## config.mk

```make
export PLATFORM = sky130hd
export DESIGN_NAME = i2c_addr_match
export DESIGN_NICKNAME = d
export VERILOG_FILES = /design/src/rtl/i2c_am_pkg.sv /design/src/rtl/i2c_am_bitcnt.sv /design/src/rtl/i2c_addr_match.sv
export SDC_FILE = /design/constraint.sdc
export NUM_CORES = 1
export LEC_CHECK = 0
export BUFFER_PORTS_ARGS = -buffer_cell sky130_fd_sc_hd__buf_4
export CAP_MARGIN = 10
export CORE_MARGIN = 2
export CORE_UTILIZATION = 49
export DETAILED_ROUTE_END_ITERATION = 6
export PLACE_DENSITY = 0.75
export SYNTH_ARGS = -nofsm -noshare
export SYNTH_HDL_FRONTEND = slang
export SYNTH_SLANG_ARGS = --single-unit
```

## constraint.sdc

```tcl
create_clock -name clk -period 3.16 [get_ports clk]
set_clock_uncertainty 0.1 [all_clocks]
set_input_delay 0.158 -clock clk [delete_from_list [all_inputs] [get_ports clk]]
set_output_delay 0.158 -clock clk [all_outputs]
set_load 0.02 [all_outputs]
```

## src/rtl/i2c_am_pkg.sv

```systemverilog
package i2c_am_pkg;
    typedef enum logic [2:0] {
        ST_IDLE,
        ST_ADDR,
        ST_DIR,
        ST_ACK_ARM,
        ST_ACK_HOLD,
        ST_HIT,
        ST_MISS
    } am_state_e;
endpackage

```

## src/rtl/i2c_am_bitcnt.sv

```systemverilog
module i2c_am_bitcnt #(
    parameter int unsigned W    = 3,
    parameter int unsigned LAST = 6
) (
    input  logic         clk,
    input  logic         rst_n,
    input  logic         clr,
    input  logic         inc,
    output logic [W-1:0] cnt,
    output logic         last
);
    always_ff @(posedge clk) begin
        if (!rst_n || clr) begin
            cnt <= '0;
        end else if (inc) begin
            cnt <= cnt + 1'b1;
        end
    end

    assign last = (cnt == W'(LAST));
endmodule

```

## src/rtl/i2c_addr_match.sv

```systemverilog
module i2c_addr_match #(
    parameter int unsigned ADDR_W = 7
) (
    input  logic              clk,
    input  logic              rst_n,
    input  logic              start,
    input  logic              scl_rise,
    input  logic              scl_fall_dly,
    input  logic              sda_in,
    input  logic [ADDR_W-1:0] own_addr,
    output logic              dir_rd,
    output logic              hit,
    output logic              miss,
    output logic              sda_pull
);
    import i2c_am_pkg::*;

    localparam int unsigned CNT_W = $clog2(ADDR_W + 1);

    am_state_e        state, state_nx;
    logic [CNT_W-1:0] bit_cnt;
    logic [CNT_W-1:0] bit_idx;
    logic             last_bit;
    logic             exp_bit;
    logic             bit_ok;
    logic             cnt_inc;

    // expected address bit, most significant first
    always_comb begin
        bit_idx = CNT_W'(ADDR_W - 1) - bit_cnt;
        exp_bit = own_addr[bit_idx];
        bit_ok  = (sda_in == exp_bit);
        cnt_inc = (state == ST_ADDR) && scl_rise && bit_ok && !start;
    end

    i2c_am_bitcnt #(
        .W    (CNT_W),
        .LAST (ADDR_W - 1)
    ) bitcnt_i (
        .clk   (clk),
        .rst_n (rst_n),
        .clr   (start),
        .inc   (cnt_inc),
        .cnt   (bit_cnt),
        .last  (last_bit)
    );

    // next-state logic
    always_comb begin
        state_nx = state;
        unique case (state)
            ST_IDLE:     state_nx = ST_IDLE;
            ST_ADDR: begin
                if (scl_rise) begin
                    if (!bit_ok)       state_nx = ST_MISS;
                    else if (last_bit) state_nx = ST_DIR;
                end
            end
            ST_DIR:      if (scl_rise)     state_nx = ST_ACK_ARM;
            ST_ACK_ARM:  if (scl_fall_dly) state_nx = ST_ACK_HOLD;
            ST_ACK_HOLD: if (scl_fall_dly) state_nx = ST_HIT;
            ST_HIT:      state_nx = ST_HIT;
            ST_MISS:     state_nx = ST_MISS;
            default:     state_nx = ST_IDLE;
        endcase
        if (start) state_nx = ST_ADDR;
    end

    // state register
    always_ff @(posedge clk) begin
        if (!rst_n) state <= ST_IDLE;
        else        state <= state_nx;
    end

    // registered outputs
    always_ff @(posedge clk) begin
        if (!rst_n || start) begin
            dir_rd   <= 1'b0;
            hit      <= 1'b0;
            miss     <= 1'b0;
            sda_pull <= 1'b0;
        end else begin
            unique case (state)
                ST_ADDR:     if (scl_rise && !bit_ok) miss <= 1'b1;
                ST_DIR:      if (scl_rise) dir_rd <= sda_in;
                ST_ACK_ARM:  if (scl_fall_dly) sda_pull <= 1'b1;
                ST_ACK_HOLD: begin
                    if (scl_fall_dly) begin
                        sda_pull <= 1'b0;
                        hit      <= 1'b1;
                    end
                end
                default: ;
            endcase
        end
    end
endmodule

```

# Yosys cells after proc, flatten, opt, wreduce, memory -nomap -nowiden

Index checks and enable logic that the tools add are counted.

Bits in registers: 10
Bits of input ports: 13
Output and inout port bits: 4
Word-level logic and storage cells: 58

Add/subtract/negate cells: 2
Magnitude comparators: 1
Equal/unequal tests: 18
Multiplexer cells: 13
Bitwise gates (word level): 1
Reductions and logical operators: 16

Operator list:

| cell                  | count |
|---|---|
| $mux W3               | 6 |
| $pmux W3 S6           | 1 |
| $eq A3 B3 Y1 const B  | 4 |
| $ne A3 B3 Y1 const B  | 4 |
| $reduce_and A5 Y1     | 2 |
| $ne A2 B2 Y1 const B  | 4 |
| $eq A3 B2 Y1 const B  | 2 |
| $reduce_and A2 Y1     | 3 |
| $logic_and A1 B1 Y1   | 4 |
| $lt A3 B4 Y1 const B  | 1 |
| $mux W1               | 4 |
| $ne A4 B3 Y1 const B  | 1 |
| $add A3 B1 Y3 const B | 1 |
| $bmux W1 S3           | 1 |
| $eq A3 B1 Y1 const B  | 1 |
| $logic_not A1 Y1      | 3 |
| $ne A3 B2 Y1 const B  | 1 |
| $reduce_and A3 Y1     | 1 |
| $sub A3 B3 Y3 const A | 1 |
| $pmux W1 S2           | 1 |
| $reduce_bool A2 Y1    | 1 |
| $reduce_or A2 Y1      | 1 |
| $eq A1 B1 Y1          | 1 |
| $logic_or A1 B1 Y1    | 1 |
| $not A1 Y1            | 1 |

# Logic depth before layout (Yosys ltp)

Gate-level depths: netlist of the first run.

Word-level depth: 8
Gate-level depth with buffers: 7
Depth with buffers taken out: 7

# By module

A second synthesis of the first run with hierarchy kept.

Cell total of the unflattened synthesis: 70
Area, all modules: 606.8 um2

Modules (own cells, without submodules):

| module         | times used | cells each | area each (um2) | sequential area each (um2) |
|---|---|---|---|---|
| i2c_addr_match | 1          | 55         | 451.7           | 140.1 |
| i2c_am_bitcnt  | 1          | 15         | 155.1           | 60.1 |

# Least setup slack after synthesis of the first run

No wires, ideal clock.

Path type: register -> register
From: register bitcnt_i.cnt[0]
To: register state[0]
Library setup time: 122 ps
Arrival: 1,966 ps
Required time: 2,938 ps
Slack: 973 ps
Stages on the path, launching flop included: 8
Path buffers: 0
Period minus slack after synthesis: 2,187 ps
Cell sequence: dfxtp_1 inv_1 ha_1 mux4_2 or3_1 o2111ai_4 a211oi_2 o311a_1

Cells in the longest elaborated chain, start to end: 8
Elaborated cells between the ends (all ways): 11
Classes of those cells: add/sub (1); eq/ne (3); mux (6); reduce/logical (1)

Ends and longest elaborated chain:

| what                          | RTL line             | text |
|---|---|---|
| start: declaration            | i2c_am_bitcnt.sv:9   | `output logic [W-1:0] cnt,` |
| start signal: assignment      | i2c_am_bitcnt.sv:16  | `cnt <= cnt + 1'b1;` |
| $sub A3 B3 Y3                 | i2c_addr_match.sv:30 | `bit_idx = CNT_W'(ADDR_W - 1) - bit_cnt;` |
| $bmux W1 S3                   | i2c_addr_match.sv:31 | `exp_bit = own_addr[bit_idx];` |
| $mux W1 (not written as such) | i2c_addr_match.sv:31 |  |
| $eq A1 B1 Y1                  | i2c_addr_match.sv:32 | `bit_ok = (sda_in == exp_bit);` |
| $mux W3                       | i2c_addr_match.sv:55 | `if (!bit_ok) state_nx = ST_MISS;` |
| $mux W3                       | i2c_addr_match.sv:54 | `if (scl_rise) begin` |
| $pmux W3 S6                   | i2c_addr_match.sv:51 | `unique case (state)` |
| $mux W1                       | i2c_addr_match.sv:66 | `if (start) state_nx = ST_ADDR;` |
| end signal: assignment        | i2c_addr_match.sv:72 | `else state <= state_nx;` |
| end: declaration              | i2c_addr_match.sv:20 | `am_state_e state, state_nx;` |

Parallel ways exist; a longest one is shown, timed or not. The select of a mux whose other input is x is not followed.
A chain may end at the register's enable or synchronous reset.

# Worst setup path after layout of the first run

Ends and elaborated chain as after synthesis.

==> results.json, run 1 <==
{
  "synth_seq_area_share_pct": 31.5,
  "cts_root_buf": "clkbuf_4",
  "start_kind": "flip-flop",
  "avgSynthCellArea_um2": 8.59,
  "dpl.hpwl_mm": 1.08,
  "cp_data_arrival_time_ps": 2410,
  "globalplace.congestion": 0.748,
  "fp.dieH_um": 40.0,
  "postCtsHoldBufs": 0,
  "grt_pass1_vias": 528,
  "holdWs_ps": 52.1,
  "clock_path_buffers": 2,
  "syn_area_um2": 636,
  "synth_most_common_cell": "dfxtp_1",
  "syn_nets": 89,
  "ys_types": 32,
  "hold_path.class": "input pin to flip-flop",
  "synth_top_family_by_area": "compound AO/OA/AOI/OAI gates",
  "synth_compound_gate_area_share_pct": 27.0,
  "clkLatencyLatePin_ps": 260,
  "fillers": 94,
  "cts_tree": "done",
  "wl_per_cell_um": 13.3,
  "synth.area.top_cells": "dfxtp_1 31%, a21oi_1 5.5%, o21ai_0 4.7%",
  "ir_worst_vdd_mv": 0.310,
  "cp-end-kind": "flip-flop",
  "synth_cells": 74,
  "setup_ws_ps": 803,
  "grt_usage_pct": 21.9,
  "synthTopCellsByCount": "10 x dfxtp_1, 8 x nor2_1, 7 x a21oi_1",
  "vias_per_cell": 5.67,
  "period_share_pct": 74.6,
  "numPortBuffers": 16,
  "maxSlewHeadroom_pct": 75.6,
  "yosysTopAreaCell": "dfxtp_1",
  "rsz0062_at_grt": "no",
  "required_ps": 3210,
  "vias": 590,
  "dr.first_iter.drc_count": 15,
  "synth_mux_area_share_pct": 6.89,
  "first_pass_iters": 4,
  "clock.fmax_mhz": 424,
  "start_util_pct": 55.0,
  "num_rows": 12,
  "maxCapViolations": 0,
  "htree_levels": 1,
  "cts_setup_buffers": 0,
  "worstPathMaxFanout": 9,
  "ant_nets": 0,
  "synthAdderAreaFrac_pct": 3.94,
  "ys.flop_type": "dfxtp_1",
  "dieArea_um2": 1600,
  "cts.reportedPaths.clkPinSlew_ps": 70,
  "slew_violations": 0,
  "p_leak_nw": 0.321,
  "drc": 0,
  "post-place-ws_ps": 819,
  "synth_edf_count": 0,
  "tightestPinTransition_ps": 367,
  "numCtsBuffers": 3,
  "yosys_register_bits": 10,
  "grt_first_pass_wirelength_mm": 2.26,
  "p_per_area_nw_per_um2": 369,
  "grt_overflow": 0,
  "synth_top_area_share_pct": 31.5,
  "hold_violations": 0,
  "num_io_pins": 17,
  "synth_xor_area_share_pct": 1.38,
  "crit_type": "flip-flop to flip-flop",
  "drive_above_1_share_pct": 27.8,
  "final_net_count": 106,
  "routed_wirelength_mm": 1.38,
  "setup_tns_ps": 0,
  "grt_max_degree": 13,
  "status": "completed",
  "cts.repair.resized": 0,
  "finalSetupViolations": 0,
  "period_needed_ps": 2360,
  "antenna_found_initial": 0,
  "yosysWarningCount": 0,
  "core_um2": 1160,
  "synth-simple-area-share_pct": 25.8,
  "n_antenna_cell": 0,
  "power_w": 0.000293,
  "async_flop_share_pct": 0,
  "clock-sinks": 10,
  "area_delta_synth_final_pct": 25.0,
  "die-width_um": 40.0
}
-- layout by cell type, fill, tap and decap left out, drive strengths merged --
cell     count
buf         16
dfxtp       10
nor2         8
a21oi        7
o21ai        6
nand2        4
or3          4
clkbuf       4
inv          2
nand3b       2
nand2b       2
nand3        2
nor3b        2
ha           2
o2111ai      2
mux2i        1
o21a         1
xnor2        1
mux4         1
or3b         1
and3         1
a211oi       1
nor2b        1
mux2         1
o31ai        1
a311oi       1
o31a         1
a21o         1
a22oi        1
o311a        1
nand4bb      1
and3b        1
-- metal layers --
| metal | routed length [um] | global-route usage, % | share of wire [%] | vias to the layer above |
|---|---|---|---|---|
| met1 | 681 | 29.8 | 49 | 263 |
| li1 | - | - | - | 310 |
| met4 | 8 | 2.59 | 0.58 | 0 |
| met2 | 624 | 33.9 | 45 | 15 |
| met3 | 66 | 8.33 | 4.8 | 2 |
| met5 | 0 | 0 | 0 | - |
-- where the power goes --
part / total (W) / internal (W) / switching (W)
clock network: 0.000113 / 0.0000699 / 0.0000434
registers: 0.000135 / 0.000129 / 0.00000593
logic: 0.0000456 / 0.0000245 / 0.0000211
-- worst paths after layout --
kind | start | end | slack [ps] | cells after the start
setup / recovery | bitcnt_i.cnt[0] | state[0] | 800 | 7
hold / removal | rst_n | state[0] | 50 | 2
setup reg to reg | bitcnt_i.cnt[0] | state[0] | 800 | 7
hold reg to reg | sda_pull | sda_pull | 370 | 2
-- critical path, cell delays in order (launching register included) --
cell	delay, ps
dfxtp_1	480
inv_1	80
ha_1	340
mux4_2	310
or3_1	370
o2111ai_4	140
a211oi_2	90
o311a_1	340
-- cell type report --
| class | count | area [um2] | share of cell area (%) |
|---|---|---|---|
| Inverter | 2 | 7.51 | 0.945 |
| Clock buffer | 4 | 36.3 | 4.57 |
| Multi-Input combinational cell | 58 | 413 | 52.0 |
| Tap cell | 14 | 17.5 | 2.20 |
| Timing Repair Buffer | 16 | 120 | 15.1 |
| Sequential cell | 10 | 200 | 25.2 |
-- kinds of logic after synthesis --
group,count (synthesis)
AO/OA/AOI/OAI,23
buffers and inverters,6
adder cells (fa/ha/maj),2
multiplexers,3
flip-flops,10
AND/OR/NAND/NOR,29
XOR/XNOR,1
-- registers in the layout (all words and copies together) (netlist names) --
| name | cells |
|---|---|
| miss | 1 |
| state | 3 |
| hit | 1 |
| dir_rd | 1 |
| sda_pull | 1 |
| bitcnt_i.cnt | 3 |
-- stage by stage --
| stage | std cells | utilization (%) | area, um2 |
|---|---|---|---|
| after detailed placement | 100 | 65.6 | 758 |
| final | 104 | 68.7 | 795 |
| after floorplan | 74 | - | 636 |
| after global routing | 104 | 68.7 | 795 |
| after global placement | 100 | 65.6 | 758 |
| after CTS | 104 | 68.7 | 795 |
Note: power is estimated with default switching activity, not from simulation.
==> inputs of run 2 (changes only) <==
Settings changed: CORE_UTILIZATION 49 to 44, PLACE_DENSITY 0.75 to 0.71.
Clock period 3.16 ns to 2.1 ns, I/O delays scaled along.
==> run 2 against run 1 <==
Sequential share of layout area down 1.5 points. Clock power up 61%. Total power up 56%. Fmax up 13%. Largest cell class unchanged. Critical endpoint is now bitcnt_i.cnt[1]. Flip-flop and latch count unchanged. Largest power group unchanged. Worst setup slack worse by 790 ps. Die area up 10%. Combinational power up 64%. Non-clock buffer count up 4. Register-to-register slack worse by 790 ps. Core utilization down 3.5 points.
==> results.json, run 2 (synthesis results as in run 1) <==
{
  "status": "completed",
  "final_common_cell": "buf_4",
  "period_share_pct": 99.2,
  "worstPathMaxFanout": 7,
  "clock-sinks": 10,
  "fp.dieH_um": 42.0,
  "vias": 600,
  "grt_pass1_vias": 559,
  "final_net_count": 110,
  "first_pass_iters": 4,
  "die-width_um": 42.0,
  "drive_above_1_share_pct": 36.2,
  "core_um2": 1320,
  "clock.fmax_mhz": 480,
  "p_leak_nw": 0.346,
  "maxSlewHeadroom_pct": 75.6,
  "n_antenna_cell": 0,
  "rsz0062_at_grt": "yes",
  "htree_levels": 1,
  "hold_violations": 0,
  "maxCapViolations": 0,
  "layout_common_cells": "19 x buf_4, 9 x dfxtp_1, 8 x nor2_1",
  "grt_usage_pct": 18.5,
  "crit_buf_inv": 1,
  "crit_path_cell_trace": "inv_2 -> ha_4 -> mux4_2 -> or3b_4 -> o2111ai_4 -> or3_1 -> a21oi_1",
  "vias_per_cell": 5.50,
  "slowest_stage": "or3_1",
  "cts.reportedPaths.clkPinSlew_ps": 80,
  "finish.utilization_pct": 65.2,
  "drc": 0,
  "critPathMaxStageDelay_ps": 390,
  "dr.first_iter.drc_count": 18,
  "cp_data_arrival_time_ps": 2180,
  "final_cell_area_um2": 860,
  "dp_cells": 104,
  "finalSetupViolations": 0,
  "globalplace.congestion": 0.755,
  "grt_first_pass_wirelength_mm": 2.44,
  "clkLatencyLatePin_ps": 270,
  "met3_usage_pct": 6.90,
  "start_util_pct": 48.2,
  "slew_violations": 0,
  "required_ps": 2200,
  "dieArea_um2": 1760,
  "busiest_layer": "met2",
  "tightestPinTransition_ps": 365,
  "path_delay_family": "simple AND/OR/NAND/NOR gates",
  "cp-end-kind": "flip-flop",
  "area_delta_synth_final_pct": 35.2,
  "grt_max_degree": 13,
  "holdWs_ps": 8.51,
  "stdcell_count": 109,
  "use_met2_pct": 27.2,
  "r2r_setup_slack_ps": 20,
  "crit_type": "flip-flop to flip-flop",
  "p_per_area_nw_per_um2": 533,
  "clock_path_buffers": 2,
  "cts_tree": "done",
  "antenna_found_initial": 0,
  "wl_per_cell_um": 13.2,
  "numPortBuffers": 16,
  "placed_cell_area_um2": 803,
  "cts_root_buf": "clkbuf_4",
  "grt_overflow": 0,
  "num_io_pins": 17,
  "largestRegisters": "bitcnt_i.cnt x3, state x3",
  "ir_worst_vdd_mv": 0.407,
  "period_needed_ps": 2080,
  "hold_path.class": "input pin to flip-flop",
  "start_kind": "flip-flop",
  "num_rows": 13,
  "routed_wirelength_mm": 1.44,
  "dpl.hpwl_mm": 1.08,
  "numCtsBuffers": 3,
  "ant_nets": 0,
  "grtUsageMet1_pct": 23.5
}
==> run 2: layout make-up <==
type / instances / area (um2)
clock buffers: 4 / 36.3
fillers: 114 / 458
inverters: 2 / 7.51
multi-input cells: 58 / 440
flip-flops and latches: 10 / 204
well taps: 15 / 18.8
repair buffers: 20 / 153
==> run 2: stage by stage <==
step                      power [W]  setup WS (ps)  setup TNS [ps]
after floorplan            0.000247           28.5               0
after global placement     0.000279           34.8               0
after detailed placement   0.000279          -2.79           -5.05
after CTS                  0.000460           7.86               0
after global routing       0.000486          -81.2            -282
final                      0.000458           16.9               0
==> run 2: power by group <==
part           total (W)  switching (W)  internal [W]  leakage, nW
sequential      0.000201     0.00000865      0.000193       0.0818
combinational  0.0000750      0.0000329     0.0000420        0.243
clock           0.000182      0.0000764      0.000105       0.0210
==> run 2: final timing paths <==
path,start,endpoint,depth (start not counted)
setup reg to reg,bitcnt_i.cnt[0],bitcnt_i.cnt[1],7
hold / removal,start,state[0],2
setup / recovery,bitcnt_i.cnt[0],bitcnt_i.cnt[1],7
hold reg to reg,sda_pull,sda_pull,2
==> run 2: worst reg2reg max path, delay by kind of cell, from the launching register on <==
| family | cells | cell delay [ps] |
|---|---|---|
| AOI/OAI and AO/OA | 2 | 290 |
| DFF | 1 | 370 |
| buffers and inverters | 1 | 50 |
| and+or+nand+nor | 2 | 650 |
| muxes | 1 | 290 |
| adders and majority gates | 1 | 270 |
==> run 2: timing repair <==
item / in CTS / in global routing
pin swaps: 3 / 5
buffers inserted: 0 / 0
setup endpoints to repair: 5 / 5
endpoints found under the hold margin: 1 / 0
hold buffers: 1 / 0
resized for setup: 2 / 1
cloned: 0 / 0
==> run 2: layer usage <==
layer	up-vias	routed length [um]
met4	0	8
li1	316	-
met3	2	53
met1	271	696
met5	-	0
met2	11	684
